`src/rtl/mbox_pkg.sv`:
```
package mbox_pkg;
  localparam int HALF_W = 16;
  localparam int CTRL_RX_BIT = 0;
  localparam int CTRL_TX_BIT = 16;
  typedef enum logic [1:0] {
    REG_CTRL   = 2'd0,
    REG_MASK   = 2'd1,
    REG_SETCLR = 2'd2,
    REG_STAT   = 2'd3
  } bank_reg_e;
endpackage

```
`src/rtl/mbox_bank_regs.sv`:
```
module mbox_bank_regs #(
  parameter int NUM_CHAN = 16
) (
  input  logic                clk,
  input  logic                rst,
  input  logic                wr_ctrl,
  input  logic                wr_mask,
  input  logic [31:0]         wdata,
  output logic                en_rx,
  output logic                en_tx,
  output logic [NUM_CHAN-1:0] mask_rx,
  output logic [NUM_CHAN-1:0] mask_tx
);
  import mbox_pkg::*;

  wire unused_wdata = ^wdata;

  always_ff @(posedge clk) begin
    if (rst) begin
      en_rx   <= 1'b0;
      en_tx   <= 1'b0;
      mask_rx <= '1;
      mask_tx <= '1;
    end else begin
      if (wr_ctrl) begin
        en_rx <= wdata[CTRL_RX_BIT];
        en_tx <= wdata[CTRL_TX_BIT];
      end
      if (wr_mask) begin
        mask_rx <= wdata[NUM_CHAN-1:0];
        mask_tx <= wdata[HALF_W +: NUM_CHAN];
      end
    end
  end

  // enables move only on a control write
  a_r6_ctrl_stable: assert property (@(posedge clk) disable iff (rst)
    !wr_ctrl |=> $stable({en_rx, en_tx}));
  // masks move only on a mask write
  a_r7_mask_stable: assert property (@(posedge clk) disable iff (rst)
    !wr_mask |=> $stable({mask_rx, mask_tx}));
endmodule

```
`src/rtl/mbox_flag_store.sv`:
```
module mbox_flag_store #(
  parameter int NUM_CHAN = 16
) (
  input  logic                     clk,
  input  logic                     rst,
  input  logic [1:0][NUM_CHAN-1:0] set_v,
  input  logic [1:0][NUM_CHAN-1:0] clr_v,
  output logic [1:0][NUM_CHAN-1:0] flags
);
  for (genvar p = 0; p < 2; p++) begin : g_proc
    always_ff @(posedge clk) begin
      if (rst) flags[p] <= '0;
      else     flags[p] <= (flags[p] & ~clr_v[p]) | set_v[p];
    end

    // a requested set is visible on the next cycle
    a_r2_set_lands: assert property (@(posedge clk) disable iff (rst)
      (|set_v[p]) |=> ((flags[p] & $past(set_v[p])) == $past(set_v[p])));
    // a requested clear without a set drops the flag
    a_r3_clr_lands: assert property (@(posedge clk) disable iff (rst)
      ((|clr_v[p]) && !(|set_v[p])) |=> ((flags[p] & $past(clr_v[p])) == '0));
    // flags hold when no request is pending
    a_r11_flags_hold: assert property (@(posedge clk) disable iff (rst)
      (!(|set_v[p]) && !(|clr_v[p])) |=> $stable(flags[p]));
  end
endmodule

```
`src/rtl/mbox_irq_unit.sv`:
```
module mbox_irq_unit #(
  parameter int NUM_CHAN = 16
) (
  input  logic                clk,
  input  logic                rst,
  input  logic                en_rx,
  input  logic                en_tx,
  input  logic [NUM_CHAN-1:0] mask_rx,
  input  logic [NUM_CHAN-1:0] mask_tx,
  input  logic [NUM_CHAN-1:0] own_flags,
  input  logic [NUM_CHAN-1:0] peer_flags,
  output logic                irq_rx,
  output logic                irq_tx
);
  logic rx_pend, tx_pend;

  always_comb begin
    rx_pend = |(peer_flags & ~mask_rx);
    tx_pend = |(~own_flags & ~mask_tx);
  end

  always_ff @(posedge clk) begin
    if (rst) begin
      irq_rx <= 1'b0;
      irq_tx <= 1'b0;
    end else begin
      irq_rx <= en_rx & rx_pend;
      irq_tx <= en_tx & tx_pend;
    end
  end

  // receive line gated by its enable
  a_r4_rx_gated: assert property (@(posedge clk) disable iff (rst)
    !en_rx |=> !irq_rx);
  // transmit line gated by its enable
  a_r5_tx_gated: assert property (@(posedge clk) disable iff (rst)
    !en_tx |=> !irq_tx);
  // fully masked receive side stays quiet
  a_r4_rx_masked: assert property (@(posedge clk) disable iff (rst)
    (&mask_rx) |=> !irq_rx);
endmodule

```
`src/rtl/mbox_sig_ctrl.sv`:
```
module mbox_sig_ctrl #(
  parameter int         NUM_CHAN  = 16,
  parameter int         ADDR_W    = 10,
  parameter logic [3:0] REV_MAJOR = 4'd1,
  parameter logic [3:0] REV_MINOR = 4'd0
) (
  input  logic              clk,
  input  logic              rst,
  input  logic              bus_sel,
  input  logic              bus_wr,
  input  logic [ADDR_W-1:0] bus_addr,
  input  logic [31:0]       bus_wdata,
  output logic [31:0]       bus_rdata,
  output logic [1:0]        irq_rx,
  output logic [1:0]        irq_tx
);
  import mbox_pkg::*;

  localparam int WORD_W = ADDR_W - 2;
  localparam logic [ADDR_W-1:0] HWCFG_ADDR = ADDR_W'(10'h3F0);
  localparam logic [ADDR_W-1:0] VER_ADDR   = ADDR_W'(10'h3F4);

  logic      in_bank, bank_id, is_hwcfg, is_ver;
  bank_reg_e reg_sel;
  logic [1:0] wr_ctrl, wr_mask, wr_sc;
  logic [1:0][NUM_CHAN-1:0] set_v, clr_v, flags, mask_rx, mask_tx;
  logic [1:0] en_rx, en_tx;
  logic [31:0] rd_next;

  wire unused_addr = ^bus_addr[1:0];

  always_comb begin
    in_bank  = (bus_addr[ADDR_W-1:5] == '0);
    bank_id  = bus_addr[4];
    reg_sel  = bank_reg_e'(bus_addr[3:2]);
    is_hwcfg = (bus_addr[ADDR_W-1:2] == HWCFG_ADDR[ADDR_W-1:2]);
    is_ver   = (bus_addr[ADDR_W-1:2] == VER_ADDR[ADDR_W-1:2]);
  end

  for (genvar p = 0; p < 2; p++) begin : g_bank
    localparam int Q = 1 - p;
    logic hit;
    assign hit        = bus_sel && bus_wr && in_bank && (bank_id == 1'(p));
    assign wr_ctrl[p] = hit && (reg_sel == REG_CTRL);
    assign wr_mask[p] = hit && (reg_sel == REG_MASK);
    assign wr_sc[p]   = hit && (reg_sel == REG_SETCLR);
    assign set_v[p]   = wr_sc[p] ? bus_wdata[HALF_W +: NUM_CHAN] : '0;
    assign clr_v[Q]   = wr_sc[p] ? bus_wdata[NUM_CHAN-1:0] : '0;

    mbox_bank_regs #(.NUM_CHAN(NUM_CHAN)) i_regs (
      .clk(clk), .rst(rst), .wr_ctrl(wr_ctrl[p]), .wr_mask(wr_mask[p]),
      .wdata(bus_wdata), .en_rx(en_rx[p]), .en_tx(en_tx[p]),
      .mask_rx(mask_rx[p]), .mask_tx(mask_tx[p]));

    mbox_irq_unit #(.NUM_CHAN(NUM_CHAN)) i_irq (
      .clk(clk), .rst(rst), .en_rx(en_rx[p]), .en_tx(en_tx[p]),
      .mask_rx(mask_rx[p]), .mask_tx(mask_tx[p]),
      .own_flags(flags[p]), .peer_flags(flags[Q]),
      .irq_rx(irq_rx[p]), .irq_tx(irq_tx[p]));
  end

  mbox_flag_store #(.NUM_CHAN(NUM_CHAN)) i_flags (
    .clk(clk), .rst(rst), .set_v(set_v), .clr_v(clr_v), .flags(flags));

  always_comb begin
    rd_next = '0;
    if (in_bank) begin
      unique case (reg_sel)
        REG_CTRL: begin
          rd_next[CTRL_RX_BIT] = en_rx[bank_id];
          rd_next[CTRL_TX_BIT] = en_tx[bank_id];
        end
        REG_MASK: begin
          rd_next = '1;
          rd_next[NUM_CHAN-1:0]       = mask_rx[bank_id];
          rd_next[HALF_W +: NUM_CHAN] = mask_tx[bank_id];
        end
        REG_SETCLR: rd_next = '0;
        REG_STAT:   rd_next[NUM_CHAN-1:0] = flags[bank_id];
        default:    rd_next = '0;
      endcase
    end else if (is_hwcfg) begin
      rd_next[7:0] = 8'(NUM_CHAN);
    end else if (is_ver) begin
      rd_next[7:0] = {REV_MAJOR, REV_MINOR};
    end
  end

  always_ff @(posedge clk) begin
    if (rst)                     bus_rdata <= '0;
    else if (bus_sel && !bus_wr) bus_rdata <= rd_next;
    else                         bus_rdata <= '0;
  end

  // set/clear word reads zero
  a_r8_setclr_zero: assert property (@(posedge clk) disable iff (rst)
    (bus_sel && !bus_wr && in_bank && reg_sel == REG_SETCLR) |=> (bus_rdata == '0));
  // idle bus returns zero
  a_r11_idle_zero: assert property (@(posedge clk) disable iff (rst)
    !bus_sel |=> (bus_rdata == '0));
  // writes outside the banks leave flags untouched
  a_r11_undef_wr: assert property (@(posedge clk) disable iff (rst)
    (bus_sel && bus_wr && !in_bank) |=> $stable(flags));
endmodule

```
`config.mk`:
```
export PLATFORM = sky130hd
export DESIGN_NAME = mbox_sig_ctrl
export DESIGN_NICKNAME = d
export VERILOG_FILES = /design/src/rtl/mbox_pkg.sv /design/src/rtl/mbox_bank_regs.sv /design/src/rtl/mbox_flag_store.sv /design/src/rtl/mbox_irq_unit.sv /design/src/rtl/mbox_sig_ctrl.sv
export SDC_FILE = /design/constraint.sdc
export NUM_CORES = 1
export LEC_CHECK = 0
export BUFFER_PORTS_ARGS = -buffer_cell sky130_fd_sc_hd__buf_2
export CORE_MARGIN = 1
export CORE_UTILIZATION = 30
export DETAILED_ROUTE_END_ITERATION = 6
export SETUP_SLACK_MARGIN = 0.5
export SYNTH_ARGS = -nofsm -noshare
export SYNTH_HDL_FRONTEND = slang
export SYNTH_SLANG_ARGS = --single-unit
```
`constraint.sdc`:
```
create_clock -name clk -period 2.2 [get_ports clk]
set_clock_uncertainty 0.1 [all_clocks]
set_input_delay 0.44 -clock clk [delete_from_list [all_inputs] [get_ports clk]]
set_output_delay 0.44 -clock clk [all_outputs]
set_load 0.05 [all_outputs]
```
==> results.cfg <==
[run_status]
status = finished clean

[placement]
hpwlAfterDp_mm = 12.3
port_buffers = 79
placed_cells = 917
gp_congestion = 0.848

[worst_hold_path]
min_path_type = primary input to register

[sta]
whs_ns = 0.171
fin_setup_tns_ns = 0
period_share_pct = 77.1
tightestPinTransition_ns = 1.17
period_needed_ns = 1.70
rsz0062_at_grt = yes
drv_slew = 0
setup_viol = 0
maxSlewHeadroom_pct = 22.1
finalHoldViolCount = 0
fmax_mhz = 590

[layout]
multi_input_area_um2 = 2840
final_cell_count_no_fill = 956
area_growth_pct = 30.1
regArea_um2 = 2720
layout-drive-gt1-share_pct = 27.7
fin_nets = 755
antenna_cells = 0
fill_cells = 1852

[floorplanning]
dieArea_um2 = 19600
core_um2 = 18700
io_pins = 82
start_util_pct = 30.5
fp-row-count = 50
die_h_um = 140
die_w_um = 140

[setup_path]
cpMaxStageDelayCell = or4_4
worst_ep_arrival_time_ns = 1.91
path_max_fanout = 8
end_kind = register
path_class = primary input to register
path_cells = buf_6, or4_4, nor4_4, buf_4, clkbuf_16, mux2i_1, nand2_1
worst-endpoint-required_ns = 2.42
cpPeakStageDelay_ns = 0.54
crit_path_start_kind = primary input

[cts]
clock_latency_ns = 0.43
cts_tree = built
clk_pin_slew_ns = 0.06
cts_inserted_buffers = 17
cts_root_buf = clkbuf_16
cts_max_path_buffers = 2
cts_sinks = 136
cts_max_level = 4

[job]
maxCapViolCount = 0

[pwr]
pwr_density_cell_nw_per_um2 = 765
peakVddDrop_v = 0.000500
p_leak_nw = 2.94

[global_route]
grt_pass1_vias = 4770
overflow = 0
antenna_found_initial = 1
grt_util_all_layers_pct = 19.1
grt_pass1_wl_mm = 27.7
grt_max_degree = 92

[synthesis]
yosysWarningCount = 0
syn_area_um2 = 5710
synthArstFlopShare_pct = 0
synth_ff_type = dfxtp_1
ys_seq_area_share_pct = 47.7
synth_enable_flop_cells = 0
synthCells = 623
synth-seq-cells = 136
ys_types = 40
avgSynthCellArea_um2 = 9.16
syn-num-nets = 669

[routing]
drcViolationCount = 0
vias_per_cell = 5.26
drt-total-wl_mm = 18.2
wl_per_cell_um = 19.0
dr_total_vias = 5024
ant_nets = 0
drtPass1Iterations = 5
drt_iter0_markers = 482
-- state kept, by name, indices dropped and copies added, names as in the netlist --
signal	flops
g_bank.i_irq.irq_rx	2
g_bank.i_regs.en_tx	2
g_bank.i_regs.mask_rx	32
i_flags.flags	32
g_bank.i_regs.en_rx	2
g_bank.i_regs.mask_tx	32
bus_rdata	32
g_bank.i_irq.irq_tx	2
-- power by group --
group,leakage [nW],switching [mW],internal [mW]
Combinational,1.53,0.174,0.104
Sequential,1.10,0.00142,2.47
Clock,0.303,1.10,1.84
Total,2.94,1.27,4.41
-- metal layers --
layer	global-route usage [%]	vias up	routed length, µm
li1	-	2359	-
met1	24.5	2430	7830
met2	30.6	192	8670
met3	4.14	41	1150
met4	8.85	2	520
met5	0	-	13
-- synthesized netlist by cell type (all sizes together), types with 5 or more instances --
library cell  number  area [µm²]
o22ai             17         106
nor3              34         170
nand2b             8        50.1
clkbuf            22        82.6
o21ai             32         160
o211ai             8        60.1
a31oi              9        56.3
mux4              16         360
inv               43         161
a21oi             59         295
mux2i             45         450
nor2              47         176
dfxtp            136        2720
nor2b             16         100
buf               20         125
a221oi             6        52.6
nand2             73         274
nor4               5        76.3
-- worst max-delay path: cells and delay by family --
| kind | cells | cell delay [ns] |
|---|---|---|
| buffers and inverters | 3 | 0.50 |
| multiplexers | 1 | 0.18 |
| AND/OR/NAND/NOR | 3 | 0.79 |
-- stage by stage --
stage	area, µm²	total power [mW]	worst slack (ns)	utilization [%]
floorplan	5970	2.66	0.244	-
global placement	6640	2.79	0.0151	35.5
detailed placement	6640	2.79	-0.00690	35.5
CTS	7330	5.72	0.491	39.2
global route	7430	5.86	0.462	39.7
finish	7430	5.68	0.504	39.7
-- cell families (layout without fill, tap and decap cells) --
kind of cell           after synthesis  in the layout  synth area share [%]
multiplexers                        62             62                  14.4
AND/OR/NAND/NOR                    199            199                  17.2
buffers and inverters               86            185                  6.53
AO/OA/AOI/OAI                      140            140                  14.2
flip-flops                         136            136                  47.7
-- layout by cell type (no fill, tap or decap), types with 2 or more instances in the layout --
| cell type | netlist | final |
|---|---|---|
| o22a_1 | 2 | 2 |
| clkbuf_16 | 0 | 20 |
| a221oi_1 | 6 | 6 |
| buf_4 | 6 | 18 |
| clkinv_2 | 0 | 5 |
| a21oi_1 | 59 | 59 |
| a31oi_1 | 9 | 9 |
| bufinv_16 | 0 | 3 |
| clkinv_4 | 0 | 4 |
| clkbuf_8 | 0 | 2 |
| dfxtp_1 | 136 | 136 |
| buf_2 | 10 | 77 |
| nand2b_1 | 8 | 7 |
| or4_4 | 2 | 2 |
| o21ai_0 | 32 | 32 |
| nor2b_1 | 16 | 16 |
| o2111ai_1 | 2 | 2 |
| nand4_1 | 4 | 4 |
| o22ai_1 | 17 | 17 |
| buf_12 | 0 | 6 |
| a2111oi_0 | 2 | 2 |
| nor2_1 | 47 | 47 |
| buf_6 | 2 | 3 |
| nand2_1 | 73 | 73 |
| o211ai_1 | 8 | 8 |
| inv_1 | 43 | 43 |
| nor4_4 | 3 | 4 |
| o221ai_1 | 2 | 2 |
| nor3_2 | 0 | 28 |
| buf_16 | 0 | 2 |
| mux2i_1 | 45 | 44 |
| mux4_2 | 16 | 16 |
| nor3_1 | 34 | 6 |
-- final timing paths --
check                           slack, ns                        start  cells past startpoint                            to
worst max-delay path                 0.50                  bus_addr[3]                      7  g_bank[0].i_regs.mask_rx[15]
worst min register to register       0.39  g_bank[1].i_regs.mask_rx[1]                      2   g_bank[1].i_regs.mask_rx[1]
worst max register to register       0.61  g_bank[0].i_regs.mask_rx[7]                      4        g_bank[0].i_irq.irq_rx
worst min-delay path                 0.17                bus_wdata[12]                      3  g_bank[0].i_regs.mask_rx[12]
-- final cells by class --
class                      count  share of cell area (%)
timing repair buffer         109                    10.8
clock inverter                12                    2.02
multi-input combinational    401                    38.2
clock buffer                  20                    6.15
inverter                      44                    2.22
sequential                   136                    36.7
tap                          234                    3.94
-- what timing repair did --
action,in CTS,in global routing
cloned,2,3
resized for setup,3,5
hold buffers,0,0
setup buffers,2,0
pin swaps,2,0
setup endpoints to repair,47,58
(Power assumes the default switching activity.)
